### config.mk
export PLATFORM = sky130hd
export DESIGN_NAME = edge_gpio_port
export DESIGN_NICKNAME = d
export VERILOG_FILES = /design/src/rtl/gpio_pkg.sv /design/src/rtl/gpio_sync.sv /design/src/rtl/gpio_edge_detect.sv /design/src/rtl/gpio_regs.sv /design/src/rtl/edge_gpio_port.sv
export SDC_FILE = /design/constraint.sdc
export NUM_CORES = 1
export LEC_CHECK = 0
export BUFFER_PORTS_ARGS = -buffer_cell sky130_fd_sc_hd__buf_2
export CORE_MARGIN = 2
export CORE_UTILIZATION = 55
export CTS_BUF_LIST = sky130_fd_sc_hd__clkbuf_4
export CTS_CLUSTER_SIZE = 14
export DETAILED_ROUTE_END_ITERATION = 6
export PLACE_DENSITY = 0.81
export SLEW_MARGIN = 20
export SYNTH_ARGS = -nofsm -noshare
export SYNTH_HDL_FRONTEND = slang
export SYNTH_SLANG_ARGS = --single-unit
### constraint.sdc
create_clock -name clk -period 3.35 [get_ports clk]
set_clock_uncertainty 0.15 [all_clocks]
set_input_delay 0.5025 -clock clk [delete_from_list [all_inputs] [get_ports clk]]
set_output_delay 0.5025 -clock clk [all_outputs]
set_load 0.05 [all_outputs]
### src/rtl/gpio_pkg.sv
package gpio_pkg;
    localparam int ADDR_W = 3;

    typedef enum logic [ADDR_W-1:0] {
        ADDR_DATA = 3'd0,
        ADDR_DIR  = 3'd1,
        ADDR_POL  = 3'd2,
        ADDR_EN   = 3'd3,
        ADDR_FLAG = 3'd4
    } reg_addr_e;
endpackage

### src/rtl/gpio_sync.sv
module gpio_sync #(
    parameter int WIDTH  = 8,
    parameter int STAGES = 2
) (
    input  logic             clk,
    input  logic             rst_n,
    input  logic [WIDTH-1:0] async_in,
    output logic [WIDTH-1:0] sync_out
);
    logic [WIDTH-1:0] stage_q [STAGES];

    generate
        for (genvar s = 0; s < STAGES; s++) begin : g_stage
            if (s == 0) begin : g_first
                always_ff @(posedge clk or negedge rst_n) begin
                    if (!rst_n) stage_q[s] <= '0;
                    else        stage_q[s] <= async_in;
                end
            end else begin : g_next
                always_ff @(posedge clk or negedge rst_n) begin
                    if (!rst_n) stage_q[s] <= '0;
                    else        stage_q[s] <= stage_q[s-1];
                end
            end
        end
    endgenerate

    assign sync_out = stage_q[STAGES-1];
endmodule

### src/rtl/gpio_edge_detect.sv
module gpio_edge_detect #(
    parameter int WIDTH = 8
) (
    input  logic             clk,
    input  logic             rst_n,
    input  logic [WIDTH-1:0] level,
    input  logic [WIDTH-1:0] rise_sel,
    output logic [WIDTH-1:0] edge_hit
);
    logic [WIDTH-1:0] level_d;

    always_ff @(posedge clk or negedge rst_n) begin
        if (!rst_n) level_d <= '0;
        else        level_d <= level;
    end

    generate
        for (genvar b = 0; b < WIDTH; b++) begin : g_bit
            always_comb begin
                if (rise_sel[b]) edge_hit[b] = level[b] & ~level_d[b];
                else             edge_hit[b] = ~level[b] & level_d[b];
            end
        end
    endgenerate
endmodule

### src/rtl/gpio_regs.sv
module gpio_regs
    import gpio_pkg::*;
#(
    parameter int               WIDTH     = 8,
    parameter logic [WIDTH-1:0] IMPL_MASK = 8'hC7
) (
    input  logic              clk,
    input  logic              rst_n,
    input  logic              bus_sel,
    input  logic              bus_wr,
    input  logic [ADDR_W-1:0] bus_addr,
    input  logic [WIDTH-1:0]  bus_wdata,
    output logic [WIDTH-1:0]  bus_rdata,
    input  logic [WIDTH-1:0]  pin_level,
    input  logic [WIDTH-1:0]  edge_hit,
    output logic [WIDTH-1:0]  data_q,
    output logic [WIDTH-1:0]  dir_q,
    output logic [WIDTH-1:0]  pol_q,
    output logic [WIDTH-1:0]  en_q,
    output logic [WIDTH-1:0]  flag_q,
    output logic              irq_q
);
    logic             wr_en;
    logic             rd_en;
    logic [WIDTH-1:0] wdata_m;
    logic [WIDTH-1:0] clr_mask;
    logic [WIDTH-1:0] flag_n;
    logic [WIDTH-1:0] rd_mux;

    assign wr_en    = bus_sel & bus_wr;
    assign rd_en    = bus_sel & ~bus_wr;
    assign wdata_m  = bus_wdata & IMPL_MASK;
    assign clr_mask = (wr_en && bus_addr == ADDR_FLAG) ? wdata_m : '0;
    // a detected edge overrides a clear in the same cycle
    assign flag_n   = ((flag_q & ~clr_mask) | edge_hit) & IMPL_MASK;

    always_ff @(posedge clk or negedge rst_n) begin
        if (!rst_n) begin
            data_q <= '0;
            dir_q  <= '0;
            pol_q  <= '0;
            en_q   <= '0;
        end else if (wr_en) begin
            case (bus_addr)
                ADDR_DATA: data_q <= wdata_m;
                ADDR_DIR:  dir_q  <= wdata_m;
                ADDR_POL:  pol_q  <= wdata_m;
                ADDR_EN:   en_q   <= wdata_m;
                default:   ;
            endcase
        end
    end

    always_ff @(posedge clk or negedge rst_n) begin
        if (!rst_n) begin
            flag_q <= '0;
            irq_q  <= 1'b0;
        end else begin
            flag_q <= flag_n;
            irq_q  <= |(flag_q & en_q);
        end
    end

    always_comb begin
        case (bus_addr)
            ADDR_DATA: rd_mux = (dir_q & data_q) | (~dir_q & pin_level);
            ADDR_DIR:  rd_mux = dir_q;
            ADDR_POL:  rd_mux = pol_q;
            ADDR_EN:   rd_mux = en_q;
            ADDR_FLAG: rd_mux = flag_q;
            default:   rd_mux = '0;
        endcase
    end

    always_ff @(posedge clk or negedge rst_n) begin
        if (!rst_n)     bus_rdata <= '0;
        else if (rd_en) bus_rdata <= rd_mux & IMPL_MASK;
    end
endmodule

### src/rtl/edge_gpio_port.sv
module edge_gpio_port
    import gpio_pkg::*;
#(
    parameter int               WIDTH       = 8,
    parameter logic [WIDTH-1:0] IMPL_MASK   = 8'hC7,
    parameter int               SYNC_STAGES = 2
) (
    input  logic              clk,
    input  logic              rst_n,
    input  logic              bus_sel,
    input  logic              bus_wr,
    input  logic [ADDR_W-1:0] bus_addr,
    input  logic [WIDTH-1:0]  bus_wdata,
    output logic [WIDTH-1:0]  bus_rdata,
    input  logic [WIDTH-1:0]  pin_in,
    output logic [WIDTH-1:0]  pin_out,
    output logic [WIDTH-1:0]  pin_oe,
    output logic              irq
);
    logic [WIDTH-1:0] pin_level;
    logic [WIDTH-1:0] edge_raw;
    logic [WIDTH-1:0] edge_vec;
    logic [WIDTH-1:0] data_q;
    logic [WIDTH-1:0] dir_q;
    logic [WIDTH-1:0] pol_q;
    logic [WIDTH-1:0] en_q;
    logic [WIDTH-1:0] flag_q;

    gpio_sync #(.WIDTH(WIDTH), .STAGES(SYNC_STAGES)) u_sync (
        .clk      (clk),
        .rst_n    (rst_n),
        .async_in (pin_in),
        .sync_out (pin_level)
    );

    gpio_edge_detect #(.WIDTH(WIDTH)) u_edge (
        .clk      (clk),
        .rst_n    (rst_n),
        .level    (pin_level),
        .rise_sel (pol_q),
        .edge_hit (edge_raw)
    );

    assign edge_vec = edge_raw & IMPL_MASK;

    gpio_regs #(.WIDTH(WIDTH), .IMPL_MASK(IMPL_MASK)) u_regs (
        .clk       (clk),
        .rst_n     (rst_n),
        .bus_sel   (bus_sel),
        .bus_wr    (bus_wr),
        .bus_addr  (bus_addr),
        .bus_wdata (bus_wdata),
        .bus_rdata (bus_rdata),
        .pin_level (pin_level),
        .edge_hit  (edge_vec),
        .data_q    (data_q),
        .dir_q     (dir_q),
        .pol_q     (pol_q),
        .en_q      (en_q),
        .flag_q    (flag_q),
        .irq_q     (irq)
    );

    assign pin_out = data_q;
    assign pin_oe  = dir_q;
endmodule

# After elaboration in Yosys (flattened, before gate mapping)
# Cells that the tools add are included.
[word_totals]
register_bits = 55
in_bits = 23
output_inout_bits = 25
[classes]
n_eq_ne = 4
muxes = 7
bitwise = 31
n_reduce_logical = 7
[op_table]
columns = ["operator", "n"]
rows = [
  ["$pmux 8 s5", 1],
  ["$and 8x8->8", 4],
  ["$not 8->8", 2],
  ["$or 8x8->8", 2],
  ["$and 1x1->1", 12],
  ["$not 1->1", 11],
  ["$mux 8", 1],
  ["$reduce_and 2->1", 4],
  ["$reduce_or 8->1", 1],
  ["$eq 3x2->1 const B", 2],
  ["$mux 1", 5],
  ["$eq 3x1->1 const B", 1],
  ["$eq 3x3->1 const B", 1],
  ["$logic_not 3->1", 1],
  ["$logic_and 1x1->1", 1],
]

# Longest topological paths before layout
[depth]
depth_word = 6
mapped_depth = 6
ltp_nobuf = 4

# Cells and area by module
# From an unflattened synthesis, not the netlist that was laid out.
[hier_totals]
hier_cells = 197
area_unflattened_um2 = 2462.4
[modules_own_cells]
columns = ["mod", "instances", "cells_per_inst", "area_per_inst_um2"]
rows = [
  ["gpio_regs", 1, 140, 1621.6],
  ["gpio_sync", 1, 24, 460.4],
  ["gpio_edge_detect", 1, 32, 376.6],
  ["edge_gpio_port", 1, 1, 3.8],
]

# Worst setup path after synthesis
# OpenSTA, ideal clock, no wires.
[synth_timing]
path_type = "in2reg"
startpoint = "in bus_addr[1]"
endpoint = "reg u_regs.dir_q[0]"
arrival_time_ps = 1399
required_time_ps = 3075
slack_ps = 1676
path_stages = 4
path_buffers = 1
path_cell_list = "buf_4 -> nand3b_4 -> nor2_2 -> mux2_2"
[synth_between]
elab_chain_len = 2
[synth_lines]
columns = ["item", "line_no", "source"]
rows = [
  ["start: declaration", "edge_gpio_port.sv:12", "input logic [ADDR_W-1:0] bus_addr,"],
  ["$eq 3x1->1", "gpio_regs.sv:44", "case (bus_addr)"],
  ["$reduce_and 2->1 (no line)", "n/a", ""],
  ["end signal: assignment", "gpio_regs.sv:46", "ADDR_DIR: dir_q <= wdata_m;"],
  ["end: declaration", "gpio_regs.sv:17", "output logic [WIDTH-1:0] dir_q,"],
]
# Every way passes these cells.
# A chain may end at the register's enable or synchronous reset.

# Worst setup path in the final report
[layout_timing]
startpoint = "reg u_regs.dir_q[7]"
endpoint = "out pin_oe[7]"
[layout_rtl]
columns = ["item", "line_no", "source"]
rows = [
  ["end: declaration", "edge_gpio_port.sv:17", "output logic [WIDTH-1:0] pin_oe,"],
]
# No word-level cell between the ends.

==> results.sh <==
export IMPL_p_seq_share_pct=50.0
export IMPL_worst_pin_slew_ns=0.522
export IMPL_whs_endpoint="u_sync.stage_q[15]"
export IMPL_synth_cell_area_um2=2050
export IMPL_synthDistinctLibCells=27
export IMPL_cts_tree="done"
export IMPL_hp_class="primary input to flop"
export IMPL_die_area_um2=4230
export IMPL_timing_rr_end="u_regs.bus_rdata[7]"
export IMPL_slew_viol_final=0
export IMPL_grt_max_degree=47
export IMPL_start_util_pct=56.4
export IMPL_ant_nets=0
export IMPL_place_area_um2=2190
export IMPL_startpoint_type="flop"
export IMPL_cts_made_buffers=5
export IMPL_worstSetupPathType="flop to output port"
export IMPL_grt_ovfl_total=0
export IMPL_track_usage_pct=20.5
export IMPL_fin_area_um2=2280
export IMPL_fp_dieW_um=65.0
export IMPL_maxSlewHeadroom_pct=64.3
export IMPL_clock_latency_ns=0.36
export IMPL_status="finished clean"
export IMPL_io_pin_count=48
export IMPL_ir_drop_mv=0.297
export IMPL_switching_share_pct=35.0
export IMPL_wl_per_cell_um=15.1
export IMPL_core_rowCount=22
export IMPL_vias=1374
export IMPL_leakagePower_uw=0.00103
export IMPL_cp_slowest_cell="dfrtp_1"
export IMPL_drv_cap=0
export IMPL_finalCritPeriodShare_pct=51.8
export IMPL_cp_cell_sequence="buf_2"
export IMPL_antenna_found_initial=0
export IMPL_num_antenna_cells=0
export IMPL_port_buffers=32
export IMPL_dp_hpwl_um=2620
export IMPL_worstHoldStart="pin_in[7]"
export IMPL_required_ns=2.70
export IMPL_grt_first_pass_wirelength_um=6350
export IMPL_initialDrtViolationCount=98
export IMPL_r2r_cells=4
export IMPL_clock_fmax_mhz=576
export IMPL_power_density_nw_per_um2=613
export IMPL_clkPwrFrac_pct=23.1
export IMPL_crit_buf_inv=1
export IMPL_slowest_delay_ns=0.44
export IMPL_postCtsResizedCells=0
export IMPL_layout_commonest_cell="dfrtp_1"
export IMPL_ys_seq_area_share_pct=56.2
export IMPL_dieHeight_um=65.0
export IMPL_cts_sinks=46
export IMPL_drc=0
export IMPL_layout_min_cycle_time_ns=1.74
export IMPL_comb_power_share_pct=26.9
export IMPL_final_nets=222
export IMPL_syn_instance_count=164
export IMPL_final_cell_mix="dfrtp_1 (46), buf_2 (31), mux2_2 (20)"
export IMPL_r2r_start="u_regs.dir_q[7]"
export IMPL_internal_power_uw=910
export IMPL_power_switching_uw=491
export IMPL_clk_pin_slew_ns=0.12
export IMPL_htreeDepth=2
export IMPL_avgViaCountPerCell=5.54
export IMPL_avgSynthCellArea_um2=12.5
export IMPL_first_pass_iters=4
export IMPL_r2r_slack_ns=1.68
export IMPL_cts_buffer_depth=2
export IMPL_cts_root_buf="clkbuf_4"
export IMPL_path_delay_family="flip-flops"
export IMPL_setup_tns_ns=0
export IMPL_core_um2=3630
export IMPL_holdPathStages=1
export IMPL_end_kind="output port"
export IMPL_hold_violations=0
export IMPL_rsz0062_at_grt="false"
export IMPL_cp_arrival_ns=1.08
export IMPL_setup_viol=0
export IMPL_grt_pass1_vias=1339
export IMPL_yosysWarnings=0
export IMPL_layout_drive_gt1_share_pct=34.5
export IMPL_synth_seq_cells=46
export IMPL_wl_um=3750
export IMPL_place_congestion=0.781
export IMPL_cp_max_fo=4
export IMPL_area_growth_pct=11.5
## timing repair
action | in CTS | in global routing
hold endpoints to repair | 0 | 4
setup buffers | 0 | 0
hold buffers | 0 | 1
## stage by stage
stage	worst slack, ns	utilization (%)	power, uW	hold WS, ns	instances
4_1_cts	1.60	62.5	1410	0.0755	247
2_1_floorplan	1.68	-	997	0.0569	172
3_3_place_gp	1.33	60.4	1070	0.182	239
3_5_place_dp	1.29	60.4	1090	0.186	239
6_report	1.61	62.8	1400	0.0880	248
5_1_grt	1.56	62.8	1480	0.0585	248
## final cells by class
cell class / count / area [um2]
Clock buffer: 5 / 37.5
Clock inverter: 3 / 40.0
Fill cell: 308 / 1350
Multi-Input combinational cell: 113 / 822
Sequential cell: 46 / 1150
Tap cell: 48 / 60.1
Timing Repair Buffer: 33 / 173
## worst max path at each step
stage                                  to             from  slack [ns]  cells past startpoint
after global routing            pin_oe[7]  u_regs.dir_q[7]        1.56                      1
after detailed placement  u_regs.pol_q[1]      bus_addr[1]        1.29                      4
after global placement    u_regs.pol_q[2]      bus_addr[1]        1.33                      4
after CTS                       pin_oe[7]  u_regs.dir_q[7]        1.60                      1
after floorplan           u_regs.dir_q[0]      bus_addr[1]        1.68                      4
final                           pin_oe[7]  u_regs.dir_q[7]        1.61                      1
## logic make-up after synthesis
| logic type | Yosys count | share of synthesized area [%] |
|---|---|---|
| and+or+nand+nor | 53 | 15.3 |
| muxes | 28 | 14.9 |
| AOI/OAI and AO/OA | 23 | 8.31 |
| buffers and inverters | 13 | 5.13 |
| DFF | 46 | 56.2 |
| other | 1 | 0.183 |
## metal layers
metal,share of wire (%),up-vias,track usage [%]
met5,0,-,0
met4,2.8,0,10.9
met3,4.8,12,4.34
met2,49,40,31.7
met1,43,679,27.2
li1,-,643,-
## power by group through the flow
stage | clock network, uW | logic (uW) | registers [uW]
floorplan | 0 | 162 | 835
global placement | 0 | 368 | 705
detailed placement | 0 | 376 | 711
CTS | 332 | 378 | 700
global route | 363 | 402 | 712
finish | 324 | 376 | 700
## cells in the mapped netlist (all sizes together)
master / count / area share (%)
nand2b: 4 / 2.0
a2111oi: 2 / 0.86
nor3: 2 / 1.6
or3: 1 / 0.55
conb: 1 / 0.18
o22ai: 3 / 0.92
mux2: 20 / 11
a311oi: 3 / 1.3
a222oi: 1 / 0.49
a22oi: 1 / 0.37
nand3b: 5 / 2.4
dfrtp: 46 / 56
nand2: 18 / 3.3
nor3b: 3 / 1.1
a21oi: 2 / 0.49
nor2: 19 / 4.1
buf: 13 / 5.1
o21ai: 6 / 1.5
mux2i: 8 / 3.9
nand3: 1 / 0.24
a221o: 5 / 2.4
Power figures use the tool's default switching activity.
